<file path="config.mk">
export PLATFORM = sky130hd
export DESIGN_NAME = adc_serial_seq
export DESIGN_NICKNAME = d
export VERILOG_FILES = /design/src/rtl/adc_seq_pkg.sv /design/src/rtl/adc_addr_decode.sv /design/src/rtl/adc_sar_core.sv /design/src/rtl/adc_out_shift.sv /design/src/rtl/adc_serial_seq.sv
export SDC_FILE = /design/constraint.sdc
export NUM_CORES = 1
export LEC_CHECK = 0
export ABC_AREA = 1
export BUFFER_PORTS_ARGS = -buffer_cell sky130_fd_sc_hd__buf_2
export CORE_MARGIN = 1
export CORE_UTILIZATION = 30
export DETAILED_ROUTE_END_ITERATION = 8
export GPL_ROUTABILITY_DRIVEN = 0
export PLACE_DENSITY = 0.6
export SLEW_MARGIN = 20
export SYNTH_ARGS = -nofsm -noshare
export SYNTH_HDL_FRONTEND = slang
export SYNTH_SLANG_ARGS = --single-unit
</file>
<file path="constraint.sdc">
create_clock -name clk -period 1.9 [get_ports clk]
set_clock_uncertainty 0.15 [all_clocks]
set_input_delay 0 -clock clk [delete_from_list [all_inputs] [get_ports clk]]
set_output_delay 0 -clock clk [all_outputs]
set_load 0.02 [all_outputs]
</file>
<file path="src/rtl/adc_seq_pkg.sv">
`timescale 1ns/1ps
package adc_seq_pkg;

    typedef enum logic [2:0] {
        ST_IDLE,
        ST_ADDR,
        ST_SETTLE,
        ST_CONV,
        ST_SHIFT,
        ST_TAIL
    } seq_state_e;

    // Registered pin-side values of the serial port.
    typedef struct packed {
        logic do_val;
        logic do_oe;
        logic sars;
        logic sars_oe;
        logic done;
    } pin_reg_t;

    // Address: mode bit, odd bit, then log2(num_ch)-1 select bits.
    function automatic int addr_width(input int num_ch);
        return 1 + $clog2(num_ch);
    endfunction

    function automatic int sel_width(input int num_ch);
        return $clog2(num_ch) - 1;
    endfunction

endpackage

</file>
<file path="src/rtl/adc_addr_decode.sv">
`timescale 1ns/1ps
module adc_addr_decode
    import adc_seq_pkg::*;
#(
    parameter int NUM_CH = 8
) (
    input  logic              clk,
    input  logic              rst,
    input  logic              clr,
    input  logic              shift_en,
    input  logic              dec_en,
    input  logic              di,
    output logic [NUM_CH-1:0] plus_en,
    output logic [NUM_CH-1:0] minus_en,
    output logic              minus_com
);
    localparam int AW = addr_width(NUM_CH);
    localparam int SW = sel_width(NUM_CH);
    localparam int CW = $clog2(NUM_CH);

    logic [AW-1:0] addr_q;
    logic          single;
    logic          odd;
    logic [SW-1:0] sel;
    logic [CW-1:0] pidx;
    logic [CW-1:0] midx;

    always_ff @(posedge clk) begin
        if (rst || clr) begin
            addr_q <= '0;
        end else if (shift_en) begin
            addr_q <= {addr_q[AW-2:0], di};
        end
    end

    assign single = addr_q[AW-1];
    assign odd    = addr_q[AW-2];
    assign sel    = addr_q[SW-1:0];
    assign pidx   = {sel, odd};
    assign midx   = {sel, ~odd};

    always_comb begin
        plus_en   = '0;
        minus_en  = '0;
        minus_com = 1'b0;
        if (dec_en) begin
            plus_en[pidx] = 1'b1;
            if (single) begin
                minus_com = 1'b1;
            end else begin
                minus_en[midx] = 1'b1;
            end
        end
    end

    // exactly one positive input, negative side never overlaps it
    assert_decode_pair_R3: assert property (@(posedge clk) disable iff (rst)
        dec_en |-> ($onehot(plus_en) && ((plus_en & minus_en) == '0)
                    && (minus_com != (|minus_en))));

    // address is frozen outside the capture phase
    assert_addr_frozen_R4: assert property (@(posedge clk) disable iff (rst)
        (!shift_en && !clr) |=> $stable(addr_q));

endmodule

</file>
<file path="src/rtl/adc_sar_core.sv">
`timescale 1ns/1ps
module adc_sar_core #(
    parameter int RES_W = 8
) (
    input  logic             clk,
    input  logic             rst,
    input  logic             clr,
    input  logic             start,
    input  logic             step,
    input  logic             comp,
    output logic [RES_W-1:0] dac_code,
    output logic [RES_W-1:0] resolved,
    output logic             last
);
    localparam int IW = (RES_W > 1) ? $clog2(RES_W) : 1;

    logic [RES_W-1:0] code_q;
    logic [IW-1:0]    idx_q;
    logic             active_q;
    logic [RES_W-1:0] trial_bit;

    assign trial_bit = active_q ? (RES_W'(1) << idx_q) : '0;
    assign dac_code  = code_q | trial_bit;
    assign resolved  = comp ? dac_code : code_q;
    assign last      = active_q && (idx_q == '0);

    always_ff @(posedge clk) begin
        if (rst || clr) begin
            code_q   <= '0;
            idx_q    <= '0;
            active_q <= 1'b0;
        end else if (start) begin
            code_q   <= '0;
            idx_q    <= IW'(RES_W - 1);
            active_q <= 1'b1;
        end else if (step && active_q) begin
            code_q <= resolved;
            if (idx_q == '0) begin
                active_q <= 1'b0;
            end else begin
                idx_q <= idx_q - 1'b1;
            end
        end
    end

    // the first trial is the MSB alone
    assert_first_trial_R5: assert property (@(posedge clk) disable iff (rst)
        (start && !clr) |=> (dac_code == (RES_W'(1) << (RES_W - 1))));

    // a bit accepted by the comparator stays in the code
    assert_trial_keeps_R5: assert property (@(posedge clk) disable iff (rst)
        (step && active_q && comp && !clr && !start)
        |=> ((dac_code & $past(dac_code)) == $past(dac_code)));

endmodule

</file>
<file path="src/rtl/adc_out_shift.sv">
`timescale 1ns/1ps
module adc_out_shift #(
    parameter int RES_W = 8
) (
    input  logic             clk,
    input  logic             rst,
    input  logic             clr,
    input  logic             load,
    input  logic             step,
    input  logic [RES_W-1:0] code,
    output logic             bit_o,
    output logic             empty
);
    localparam int CW = (RES_W > 1) ? $clog2(RES_W) : 1;

    logic [RES_W-1:0] sh_q;
    logic [CW-1:0]    cnt_q;

    always_ff @(posedge clk) begin
        if (rst || clr) begin
            sh_q  <= '0;
            cnt_q <= '0;
        end else if (load) begin
            // bit 0 already went out as the last MSB-first bit
            sh_q  <= code >> 1;
            cnt_q <= CW'(RES_W - 1);
        end else if (step) begin
            sh_q  <= sh_q >> 1;
            cnt_q <= cnt_q - 1'b1;
        end
    end

    assign bit_o = sh_q[0];
    assign empty = (cnt_q == '0);

    // never shifts past the end of the replay
    assert_no_underflow_R8: assert property (@(posedge clk) disable iff (rst)
        step |-> !empty);

endmodule

</file>
<file path="src/rtl/adc_serial_seq.sv">
`timescale 1ns/1ps
module adc_serial_seq
    import adc_seq_pkg::*;
#(
    parameter int NUM_CH = 8,
    parameter int RES_W  = 8
) (
    input  logic              clk,
    input  logic              rst,
    input  logic              cs_n,
    input  logic              di,
    input  logic              se,
    input  logic              comp,
    output logic [RES_W-1:0]  dac_code,
    output logic [NUM_CH-1:0] plus_en,
    output logic [NUM_CH-1:0] minus_en,
    output logic              minus_com,
    output logic              do_o,
    output logic              do_oe,
    output logic              sars_o,
    output logic              sars_oe,
    output logic              done,
    output logic [RES_W-1:0]  result
);
    localparam int   AW     = addr_width(NUM_CH);
    localparam int   CNT_W  = $clog2(AW);
    localparam logic USE_SE = (NUM_CH == 8);

    seq_state_e       st_q;
    pin_reg_t         pin_q;
    logic [CNT_W-1:0] acnt_q;
    logic             addr_valid_q;
    logic             started_q;
    logic [RES_W-1:0] result_q;

    logic             shift_en;
    logic             sar_start;
    logic             sar_step;
    logic             sar_last;
    logic [RES_W-1:0] sar_resolved;
    logic             hold;
    logic             sh_load;
    logic             sh_step;
    logic             sh_bit;
    logic             sh_empty;

    assign shift_en  = (st_q == ST_ADDR) && !cs_n;
    assign sar_start = (st_q == ST_SETTLE) && !cs_n;
    assign sar_step  = (st_q == ST_CONV) && !cs_n;
    assign hold      = USE_SE && se && !started_q;
    assign sh_load   = sar_step && sar_last;
    assign sh_step   = (st_q == ST_SHIFT) && !cs_n && !hold && !sh_empty;

    adc_addr_decode #(.NUM_CH(NUM_CH)) u_addr (
        .clk       (clk),
        .rst       (rst),
        .clr       (cs_n),
        .shift_en  (shift_en),
        .dec_en    (addr_valid_q),
        .di        (di),
        .plus_en   (plus_en),
        .minus_en  (minus_en),
        .minus_com (minus_com)
    );

    adc_sar_core #(.RES_W(RES_W)) u_sar (
        .clk      (clk),
        .rst      (rst),
        .clr      (cs_n),
        .start    (sar_start),
        .step     (sar_step),
        .comp     (comp),
        .dac_code (dac_code),
        .resolved (sar_resolved),
        .last     (sar_last)
    );

    adc_out_shift #(.RES_W(RES_W)) u_shift (
        .clk   (clk),
        .rst   (rst),
        .clr   (cs_n),
        .load  (sh_load),
        .step  (sh_step),
        .code  (sar_resolved),
        .bit_o (sh_bit),
        .empty (sh_empty)
    );

    always_ff @(posedge clk) begin
        if (rst) begin
            st_q         <= ST_IDLE;
            pin_q        <= '0;
            acnt_q       <= '0;
            addr_valid_q <= 1'b0;
            started_q    <= 1'b0;
            result_q     <= '0;
        end else begin
            pin_q.done    <= 1'b0;
            pin_q.sars_oe <= !cs_n;
            if (cs_n) begin
                st_q         <= ST_IDLE;
                pin_q.do_val <= 1'b0;
                pin_q.do_oe  <= 1'b0;
                pin_q.sars   <= 1'b0;
                acnt_q       <= '0;
                addr_valid_q <= 1'b0;
                started_q    <= 1'b0;
            end else begin
                unique case (st_q)
                    ST_IDLE: begin
                        if (di) begin
                            st_q   <= ST_ADDR;
                            acnt_q <= '0;
                        end
                    end
                    ST_ADDR: begin
                        if (acnt_q == CNT_W'(AW - 1)) begin
                            st_q         <= ST_SETTLE;
                            addr_valid_q <= 1'b1;
                        end else begin
                            acnt_q <= acnt_q + 1'b1;
                        end
                    end
                    ST_SETTLE: begin
                        st_q       <= ST_CONV;
                        pin_q.sars <= 1'b1;
                    end
                    ST_CONV: begin
                        pin_q.do_val <= comp;
                        pin_q.do_oe  <= 1'b1;
                        if (sar_last) begin
                            pin_q.sars <= 1'b0;
                            pin_q.done <= 1'b1;
                            result_q   <= sar_resolved;
                            st_q       <= ST_SHIFT;
                        end
                    end
                    ST_SHIFT: begin
                        if (!hold) begin
                            started_q <= 1'b1;
                            if (sh_empty) begin
                                pin_q.do_val <= 1'b0;
                                st_q         <= ST_TAIL;
                            end else begin
                                pin_q.do_val <= sh_bit;
                            end
                        end
                    end
                    ST_TAIL: begin
                        pin_q.do_val <= 1'b0;
                    end
                    default: st_q <= ST_IDLE;
                endcase
            end
        end
    end

    assign do_o    = pin_q.do_val;
    assign do_oe   = pin_q.do_oe;
    assign sars_o  = pin_q.sars;
    assign sars_oe = pin_q.sars_oe;
    assign done    = pin_q.done;
    assign result  = result_q;

    // select high releases both outputs on the next cycle
    assert_release_R10: assert property (@(posedge clk) disable iff (rst)
        cs_n |=> (!do_oe && !sars_oe && !sars_o));

    // done coincides with the end of busy
    assert_done_end_busy_R7: assert property (@(posedge clk) disable iff (rst)
        done |-> ($past(sars_o) && !sars_o));

    // the tail phase keeps the data output low
    assert_tail_low_R9: assert property (@(posedge clk) disable iff (rst)
        (st_q == ST_TAIL) |-> !do_o);

    // busy is only shown while its enable is high
    assert_busy_enabled_R4: assert property (@(posedge clk) disable iff (rst)
        sars_o |-> sars_oe);

endmodule

</file>
==> impl_metrics.json, run 1 <==
{
  "maxCapViolCount": 0,
  "grt_max_degree": 24,
  "diodes": 0,
  "synthDistinctLibCells": 24,
  "worstHoldStart": "comp",
  "postCtsSetupRepairBufs": 0,
  "coreArea_um2": 7330,
  "synthesis.nets": 347,
  "tightest_slew_ns": 0.473,
  "peakVddDrop_v": 0.000246,
  "dr.pass1.iters": 4,
  "hold_violations": 0,
  "path_cells": "inv_1 > ha_1 > nand2_1 > inv_1 > nand3_4 > buf_4 > nand2_1 > o21ai_0 > nor2_1",
  "place_area_um2": 2600,
  "powerDensity_nw_per_um2": 710,
  "rsz0062_at_grt": "false",
  "synth_edf_count": 0,
  "hold_depth": 5,
  "rows": 31,
  "yosysSeqAreaShare": 0.402,
  "path_buf_inv": 3,
  "p_leak_nw": 1.28,
  "worst_hold_slack_ns": 0.114,
  "period_share": 0.893,
  "antenna_found_initial": 0,
  "num_io_pins": 44,
  "post_route_cells_drive_above_1_share": 0.175,
  "layout_common_cells": "nand2_1, nor2_1, dfxtp_1, buf_2, inv_1",
  "worstPathRequired_ns": 1.95,
  "dieArea_um2": 7990,
  "grt_first_pass_wirelength_um": 8970,
  "finalCriticalPeriod_ns": 1.70,
  "die_w_um": 89.4,
  "wl_um": 5520,
  "whs_endpoint": "do_o$_SDFFE_PP0P_",
  "worstRegToRegCells": 9,
  "ys_warn_count": 0,
  "netlist_area_um2": 2290,
  "track_usage": 0.145,
  "grt_pass1_vias": 1940,
  "cpLargestDelayFamily": "flip-flops",
  "r2r_start": "u_sar.idx_q[1]$_SDFFE_PP0P_",
  "max_stage_delay_ns": 0.38,
  "startpoint_type": "flip-flop",
  "syn_inst": 333,
  "r2r_setup_slack_ns": 0.20,
  "post_drt_wl_per_cell_um": 11.5,
  "vias": 2197,
  "outcome": "complete, no violations",
  "final_max_slew_viol_count": 0,
  "r2r_end": "u_shift.sh_q[2]$_SDFFE_PP0P_",
  "area_growth_pct": 20.4,
  "slew-limit-headroom": 0.684,
  "fin_util": 0.376,
  "cts-root-buf": "clkbuf_8",
  "critPathSlowestCell": "dfxtp_1",
  "netSwitchingFraction": 0.266,
  "synth_flop_cell": "dfxtp_1",
  "critPathKind": "flip-flop to flip-flop",
  "layout.nets": 395,
  "dp_hpwl_um": 4110,
  "cts_sinks": 46,
  "setup_viol": 0,
  "start_util": 0.312,
  "cts_max_level": 2,
  "drt_iter0_markers": 75,
  "crit_fanout": 16,
  "via_per_inst": 4.57,
  "comb_power_share": 0.092,
  "die_h_um": 89.4,
  "hp-class": "input port to flip-flop",
  "cts_buffer_depth": 2,
  "p_sw_uw": 520,
  "overflow": 0,
  "clkPwrFrac": 0.396,
  "antenna_left": 0,
  "cts.clk_slew.worst_paths_ns": 0.10,
  "async_reset_ff_frac": 0,
  "arrival_ns": 1.75,
  "ys_ff_latch": 46,
  "clock_latency_ns": 0.30,
  "drc": 0,
  "final_common_cell": "nand2_1",
  "internal-power_mw": 1.44,
  "critPathCaptureType": "flip-flop",
  "max_freq_ghz": 0.589,
  "stdcell_area_um2": 2760,
  "cts_buffers": 5,
  "portBuffers": 43,
  "fill_cells": 811,
  "fin_tns_setup_ns": 0,
  "pwr-share-seq": 0.512,
  "cts_tree": "yes",
  "syn_avg_cell_area_um2": 6.88
}
## per-stage QoR
step / power (mW) / setup slack, ns / instances
final: 1.96 / 0.204 / 481
after global routing: 2.03 / 0.0571 / 481
after CTS: 1.97 / 0.0837 / 481
after detailed placement: 1.20 / 0.100 / 469
after global placement: 1.20 / 0.167 / 469
after floorplan: 1.16 / 0.326 / 333
## per-layer routing
layer / up-vias / share of wire / GRT usage
li1: 1159 / - / -
met1: 983 / 0.48 / 0.188
met2: 51 / 0.46 / 0.244
met3: 4 / 0.048 / 0.0277
met4: 0 / 0.010 / 0.0433
met5: - / 0 / 0
## kinds of logic (layout without fill, tap and decap cells)
kind of cell,Yosys count,in the layout,synth area share
AOI/OAI and AO/OA,56,56,0.128
adders and majority gates,8,8,0.0437
and+or+nand+nor,170,170,0.320
xor gates and xnor gates,3,3,0.0115
DFF,46,46,0.402
buffers and inverters,50,99,0.0945
## power groups by stage
stage               combinational [mW]  sequential (mW)  clock [mW]
global route                     0.204             1.01       0.824
finish                           0.180             1.00       0.775
CTS                              0.181             1.00       0.790
floorplan                        0.145             1.01           0
detailed placement               0.173             1.02           0
global placement                 0.171             1.02           0
## synth_stat cells, types with 3 or more instances
cell     instances  area (um^2)
nand2_1         76          285
a21oi_1         31          155
o21ai_0         19         95.1
buf_2            5         25.0
inv_1           38          143
nor2_1          47          176
ha_1             8          100
nand3_1         28          140
nand2_2          4         25.0
nor3_1          10         50.1
xor2_1           3         26.3
dfxtp_1         46          921
## worst min-delay path: stages
cell	delay, ns
buf_2	0.07
inv_1	0.13
o21ai_0	0.20
nor2_1	0.05
nor2_1	0.08
## state kept, by name, summed over array words and instances, names as in the netlist, 2 cells and up
register and cells:
result 8, u_sar.code_q 8, u_shift.sh_q 7, u_addr.addr_q 4, st_q 3, u_sar.idx_q 3
u_shift.cnt_q 3, acnt_q 2
## timing repair
| action | CTS | global route |
|---|---|---|
| hold buffers | 4 | 0 |
| resized for setup | 0 | 2 |
| hold endpoints to repair | 13 | 0 |
| endpoints found under the setup margin | 0 | 4 |
## cell type report
cell class | count | area, um^2 | share of cell area
multi-input cells | 237 | 1150 | 0.419
flip-flops and latches | 46 | 922 | 0.334
repair buffers | 52 | 293 | 0.106
inverters | 39 | 146 | 0.0531
well taps | 99 | 124 | 0.0449
clock buffers | 5 | 68.8 | 0.0250
clock inverters | 3 | 48.8 | 0.0177
## worst max path at each step
stage / start / end / slack, ns / cells after the start
floorplan: u_sar.idx_q[0]$_SDFFE_PP0P_ / u_shift.sh_q[6]$_SDFFE_PP0P_ / 0.33 / 9
global placement: u_sar.idx_q[0]$_SDFFE_PP0P_ / u_shift.sh_q[6]$_SDFFE_PP0P_ / 0.17 / 9
detailed placement: u_sar.idx_q[0]$_SDFFE_PP0P_ / u_shift.sh_q[6]$_SDFFE_PP0P_ / 0.10 / 9
CTS: u_sar.idx_q[0]$_SDFFE_PP0P_ / u_shift.sh_q[6]$_SDFFE_PP0P_ / 0.08 / 9
global route: u_sar.idx_q[1]$_SDFFE_PP0P_ / u_shift.sh_q[1]$_SDFFE_PP0P_ / 0.06 / 9
finish: u_sar.idx_q[1]$_SDFFE_PP0P_ / u_shift.sh_q[2]$_SDFFE_PP0P_ / 0.20 / 9
Note: power is estimated with default switching activity, not from simulation.
==> run 2: changes to the inputs <==
--- a/config.mk
+++ b/config.mk
@@ -11,8 +11,9 @@
 export CORE_UTILIZATION = 30
 export DETAILED_ROUTE_END_ITERATION = 8
 export GPL_ROUTABILITY_DRIVEN = 0
-export PLACE_DENSITY = 0.6
+export PLACE_DENSITY = 0.59
 export SLEW_MARGIN = 20
 export SYNTH_ARGS = -nofsm -noshare
 export SYNTH_HDL_FRONTEND = slang
+export SYNTH_HIERARCHICAL = 1
 export SYNTH_SLANG_ARGS = --single-unit
==> impl_metrics.json, run 2 <==
{
  "hp-class": "flip-flop to flip-flop",
  "post_drt_wl_per_cell_um": 10.5,
  "wl_met3_um": 260,
  "cts-root-buf": "clkbuf_8",
  "peakVddDrop_v": 0.000259,
  "critPathCaptureType": "flip-flop",
  "die_h_um": 93.1,
  "synthDistinctLibCells": 29,
  "met2WireLength_um": 2440,
  "max_freq_ghz": 0.556,
  "antenna_left": 0,
  "worstPathRequired_ns": 1.95,
  "synth_area_leaders": "dfxtp_1, nand2_1, inv_1",
  "cts_buffers": 5,
  "final_max_slew_viol_count": 0,
  "worstHoldStart": "do_oe$_SDFFE_PP0N_",
  "p_leak_nw": 1.50,
  "vias": 2350,
  "final_common_cell": "nand2_1",
  "netlist_area_um2": 2490,
  "post_route_cells_drive_above_1_share": 0.259,
  "cts_tree": "yes",
  "slew-limit-headroom": 0.701,
  "place_inst": 514,
  "grt_first_pass_wirelength_um": 8890,
  "period_share": 0.947,
  "yosysSeqAreaShare": 0.370,
  "critPathSlowestCell": "dfxtp_2",
  "total_power_mw": 1.92,
  "r2r_end": "u_shift/sh_q[2]$_SDFFE_PP0P_",
  "synth_common_cells": "nand2_1, dfxtp_1, inv_1",
  "outcome": "complete, no violations",
  "maxCapViolCount": 0,
  "max_stage_delay_ns": 0.33,
  "whs_endpoint": "do_oe$_SDFFE_PP0N_",
  "dr.pass1.iters": 4,
  "synth_top_cell_by_area": "dfxtp_1",
  "dp_hpwl_um": 4110,
  "ys_warn_count": 6,
  "hold_violations": 0,
  "yosysMostFrequentCell": "nand2_1",
  "drt-met1-wl_um": 2820,
  "finalCriticalPeriod_ns": 1.80,
  "critPathKind": "flip-flop to flip-flop",
  "clock_latency_ns": 0.30,
  "r2r_setup_slack_ns": 0.10,
  "via_per_inst": 4.43,
  "cts_buffer_depth": 2,
  "cts_max_level": 2,
  "layout.nets": 442,
  "dieArea_um2": 8670,
  "r2r_start": "u_shift/cnt_q[0]$_SDFFE_PP0P_",
  "setup_viol": 0,
  "portBuffers": 43,
  "track_usage": 0.128,
  "synthesis.nets": 383,
  "antenna_found_initial": 0,
  "synth_flop_cell": "dfxtp_1",
  "tightest_slew_ns": 0.446,
  "worstRegToRegCells": 12,
  "startpoint_type": "flip-flop",
  "synth_edf_count": 0,
  "coreArea_um2": 7890,
  "crit_top_cell": "nand2_1",
  "num_io_pins": 44,
  "fin_tns_setup_ns": 0,
  "drt_iter0_markers": 93,
  "synth_top_area_frac": 0.370,
  "powerDensity_nw_per_um2": 629,
  "grt_pass1_vias": 1967,
  "async_reset_ff_frac": 0,
  "hold_depth": 2,
  "instances_no_fill": 531,
  "syn_avg_cell_area_um2": 6.75,
  "path_cells": "inv_1 > ha_2 > ha_2 > inv_2 > nand2_1 > nor3_2 > buf_6 > nor2_4 > nand2_1 > nand3_1 > nand2_1 > inv_1",
  "syn_inst": 369,
  "cts.clk_slew.worst_paths_ns": 0.08,
  "start_util": 0.316,
  "grt_max_degree": 16,
  "top_layer": "met4",
  "crit_fanout": 7,
  "diodes": 0,
  "wl_um": 5560,
  "area_growth_pct": 22.8,
  "overflow": 0,
  "rows": 32,
  "die_w_um": 93.1,
  "fin_util": 0.388,
  "cts_sinks": 46,
  "drc": 0,
  "arrival_ns": 1.85,
  "layout_common_cells": "nand2_1, inv_1, nor2_1, buf_2, dfxtp_1",
  "ys_ff_latch": 46
}
[run 2: changes by cell type in the layout (fill, tap and decap cells not counted), moves of 4 or more]
cell	before	now
nand2_1	76	113
o21ai_0	19	4
nand3_1	28	18
o21ai_2	0	8
inv_1	38	45
inv_2	1	8
nor3_1	10	5
nor2_4	0	4
[run 2: worst max-delay path by stage]
stage | startpoint | endpoint | slack [ns] | depth (start not counted)
6_report | u_shift/cnt_q[0]$_SDFFE_PP0P_ | u_shift/sh_q[2]$_SDFFE_PP0P_ | 0.10 | 12
5_1_grt | u_sar/idx_q[0]$_SDFFE_PP0P_ | u_shift/sh_q[2]$_SDFFE_PP0P_ | -0.02 | 13
4_1_cts | u_shift/cnt_q[0]$_SDFFE_PP0P_ | u_shift/sh_q[2]$_SDFFE_PP0P_ | 0.06 | 12
3_5_place_dp | u_shift/cnt_q[0]$_SDFFE_PP0P_ | u_shift/sh_q[2]$_SDFFE_PP0P_ | 0.08 | 12
3_3_place_gp | u_shift/cnt_q[0]$_SDFFE_PP0P_ | u_shift/sh_q[0]$_SDFFE_PP0P_ | 0.11 | 12
2_1_floorplan | u_sar/idx_q[0]$_SDFFE_PP0P_ | u_shift/sh_q[0]$_SDFFE_PP0P_ | 0.009 | 14
[run 2: metrics by stage]
stage / hold slack (ns) / worst slack [ns] / instance area, um^2
after detailed placement: 0.190 / 0.0795 / 2840
final: 0.313 / 0.101 / 3060
after floorplan: -0.0375 / 0.00907 / 2490
after CTS: 0.316 / 0.0575 / 3010
after global routing: 0.342 / -0.0232 / 3060
after global placement: 0.189 / 0.112 / 2840
[run 2: layer usage]
metal / vias up / GRT usage
met2: 56 / 0.208
met3: 5 / 0.0293
li1: 1259 / -
met5: - / 0
met1: 1030 / 0.171
met4: 0 / 0.0346
[run 2: cell type report]
cell class | count | area [um^2]
Tap cell | 102 | 128
Clock inverter | 3 | 45.0
Timing Repair Buffer | 59 | 362
Multi-Input combinational cell | 260 | 1310
Fill cell | 839 | 4830
Inverter | 56 | 219
Sequential cell | 46 | 925
Clock buffer | 5 | 68.8
[run 2: timing repair]
| action | 4_1_cts | 5_1_grt |
|---|---|---|
| resized for setup | 0 | 11 |
| hold endpoints to repair | 13 | 0 |
| setup buffers | 0 | 2 |
| setup endpoints to repair | 0 | 9 |
| hold buffers | 5 | 0 |
[run 2: power breakdown]
group	internal, mW	total [mW]	switching, mW
clock	0.391	0.731	0.339
combinational	0.0674	0.191	0.124
sequential	0.980	1.00	0.0202
[run 2: kinds of logic (layout without fill, tap and decap cells)]
logic type	count (synthesis)	after routing	share of synthesized area
AND/OR/NAND/NOR	206	207	0.373
buffers and inverters	64	123	0.114
AO/OA/AOI/OAI	45	45	0.104
flip-flops	46	46	0.370
adder cells (fa/ha/maj)	8	8	0.0402
[run 2: critical path: cells and delay by family (launching register included)]
family	cells	cell delay, ns
adders and majority gates	2	0.34
buffers and inverters	4	0.32
DFF	1	0.33
and+or+nand+nor	6	0.56
==> run 3: changes to the inputs <==
--- a/config.mk
+++ b/config.mk
@@ -7,11 +7,13 @@
 export LEC_CHECK = 0
 export ABC_AREA = 1
 export BUFFER_PORTS_ARGS = -buffer_cell sky130_fd_sc_hd__buf_2
+export CELL_PAD_IN_SITES_DETAIL_PLACEMENT = 0
+export CELL_PAD_IN_SITES_GLOBAL_PLACEMENT = 2
 export CORE_MARGIN = 1
 export CORE_UTILIZATION = 30
 export DETAILED_ROUTE_END_ITERATION = 8
 export GPL_ROUTABILITY_DRIVEN = 0
-export PLACE_DENSITY = 0.59
+export PLACE_DENSITY = 0.9
 export SLEW_MARGIN = 20
 export SYNTH_ARGS = -nofsm -noshare
 export SYNTH_HDL_FRONTEND = slang
==> impl_metrics.json, run 3 (synthesis results as in run 2) <==
{
  "diodes": 0,
  "wl_um": 5830,
  "dieArea_um2": 8670,
  "grt_first_pass_wirelength_um": 9740,
  "grt_max_degree": 16,
  "hp-class": "flip-flop to flip-flop",
  "worst_slack_ns": 0.110,
  "p_sw_uw": 495,
  "drt_iter0_markers": 56,
  "fill_cells": 850,
  "portBuffers": 43,
  "worstPathRequired_ns": 1.95,
  "total_power_mw": 1.80,
  "area_growth_pct": 24.1,
  "cts_buffer_depth": 2,
  "post_route_cells_drive_above_1_share": 0.276,
  "comb_power_share": 0.108,
  "die_h_um": 93.1,
  "critPathCaptureType": "flip-flop",
  "period_share": 0.942,
  "setup_viol": 0,
  "crit_fanout": 5,
  "peakVddDrop_v": 0.000261,
  "cts_buffers": 5,
  "post_drt_wl_per_cell_um": 10.9,
  "hold_violations": 0,
  "critPathKind": "flip-flop to flip-flop",
  "hold_depth": 2,
  "overflow": 0,
  "clock_latency_ns": 0.30,
  "internal-power_mw": 1.31,
  "drc": 0,
  "cts-root-buf": "clkbuf_8",
  "start_util": 0.316,
  "dr.pass1.iters": 4,
  "maxCapViolCount": 0,
  "die_w_um": 93.1,
  "grt_pass1_vias": 2110,
  "netSwitchingFraction": 0.275,
  "rows": 32,
  "clkPwrFrac": 0.338,
  "slew-limit-headroom": 0.692,
  "rsz0062_at_grt": "false",
  "worstRegToRegCells": 11,
  "fin_util": 0.392,
  "arrival_ns": 1.84,
  "track_usage": 0.139,
  "startpoint_type": "flip-flop",
  "powerDensity_nw_per_um2": 584,
  "cts_sinks": 46,
  "cts_max_level": 2,
  "cts_tree": "yes",
  "via_per_inst": 4.41,
  "antenna_found_initial": 0,
  "finalCriticalPeriod_ns": 1.79,
  "layout_common_cells": "nand2_1, inv_1, nor2_1, buf_2, dfxtp_1",
  "outcome": "complete, no violations",
  "cts.clk_slew.worst_paths_ns": 0.09,
  "vias": 2364,
  "p_leak_nw": 1.52,
  "layout.nets": 447,
  "pre_cts_ws_ns": 0.0744,
  "antenna_left": 0,
  "num_io_pins": 44,
  "coreArea_um2": 7890,
  "max_freq_ghz": 0.559,
  "final_max_slew_viol_count": 0,
  "dp_hpwl_um": 4300,
  "pwr-share-seq": 0.555,
  "tightest_slew_ns": 0.460,
  "final_common_cell": "nand2_1",
  "fin_tns_setup_ns": 0
}
## run 3: cell types whose count changed in the layout (fill, tap and decap cells not counted), sizes merged
| cell | change |
|---|---|
| buf | +5 |
| bufinv | -1 |
| clkinv | +1 |
| clkinvlp | -1 |
| inv | +1 |
## run 3: worst paths after layout
check	slack, ns	end	start
max	0.11	u_shift/cnt_q[2]$_SDFFE_PP0P_	u_shift/cnt_q[0]$_SDFFE_PP0P_
min	0.31	u_shift/sh_q[6]$_SDFFE_PP0P_	u_shift/sh_q[6]$_SDFFE_PP0P_
max reg2reg	0.11	u_shift/cnt_q[2]$_SDFFE_PP0P_	u_shift/cnt_q[0]$_SDFFE_PP0P_
min reg2reg	0.31	u_shift/sh_q[6]$_SDFFE_PP0P_	u_shift/sh_q[6]$_SDFFE_PP0P_
## run 3: power by group through the flow
stage | registers [mW] | logic, mW | clock network (mW)
2_1_floorplan | 1.02 | 0.143 | 0
3_3_place_gp | 1.02 | 0.184 | 0
3_5_place_dp | 1.02 | 0.182 | 0
4_1_cts | 0.998 | 0.191 | 0.635
5_1_grt | 1.00 | 0.223 | 0.670
6_report | 1.00 | 0.194 | 0.609
## run 3: area by class of cell
class / count / area (um^2) / share of cell area
clock buffers: 5 / 68.8 / 0.0223
multi-input cells: 260 / 1330 / 0.431
flip-flops and latches: 46 / 926 / 0.300
well taps: 102 / 128 / 0.0413
clock inverters: 3 / 21.3 / 0.00689
inverters: 56 / 223 / 0.0721
repair buffers: 64 / 390 / 0.126
## run 3: metrics by stage
step	area (um^2)	cells	hold slack [ns]
final	3090	536	0.312
after floorplan	2490	369	-0.0375
after global routing	3090	536	0.328
after detailed placement	2840	515	0.173
after global placement	2840	515	0.182
after CTS	2980	528	0.313
## run 3: worst max-delay path: stages, from the launching register on
cell	delay, ns
dfxtp_2	0.34
inv_1	0.05
ha_2	0.18
ha_2	0.16
inv_2	0.05
nand2_2	0.06
nor3_4	0.21
buf_2	0.19
buf_4	0.12
nand3_1	0.07
nand2_1	0.06
a21oi_1	0.04
## run 3: layer usage
metal / vias to the layer above / GRT usage / wire [um] / share of wire
met5: - / 0 / 0 / 0
met2: 49 / 0.230 / 2600 / 0.45
met4: 0 / 0.0308 / 45 / 0.0077
met1: 1043 / 0.188 / 2970 / 0.51
met3: 6 / 0.0268 / 219 / 0.038
li1: 1266 / - / - / -
## run 3: what timing repair did
item / CTS / global route
gates resized for setup: 0 / 20
hold buffers: 5 / 0
hold endpoints to repair: 13 / 0
setup buffers: 0 / 6
setup endpoints to repair: 0 / 21
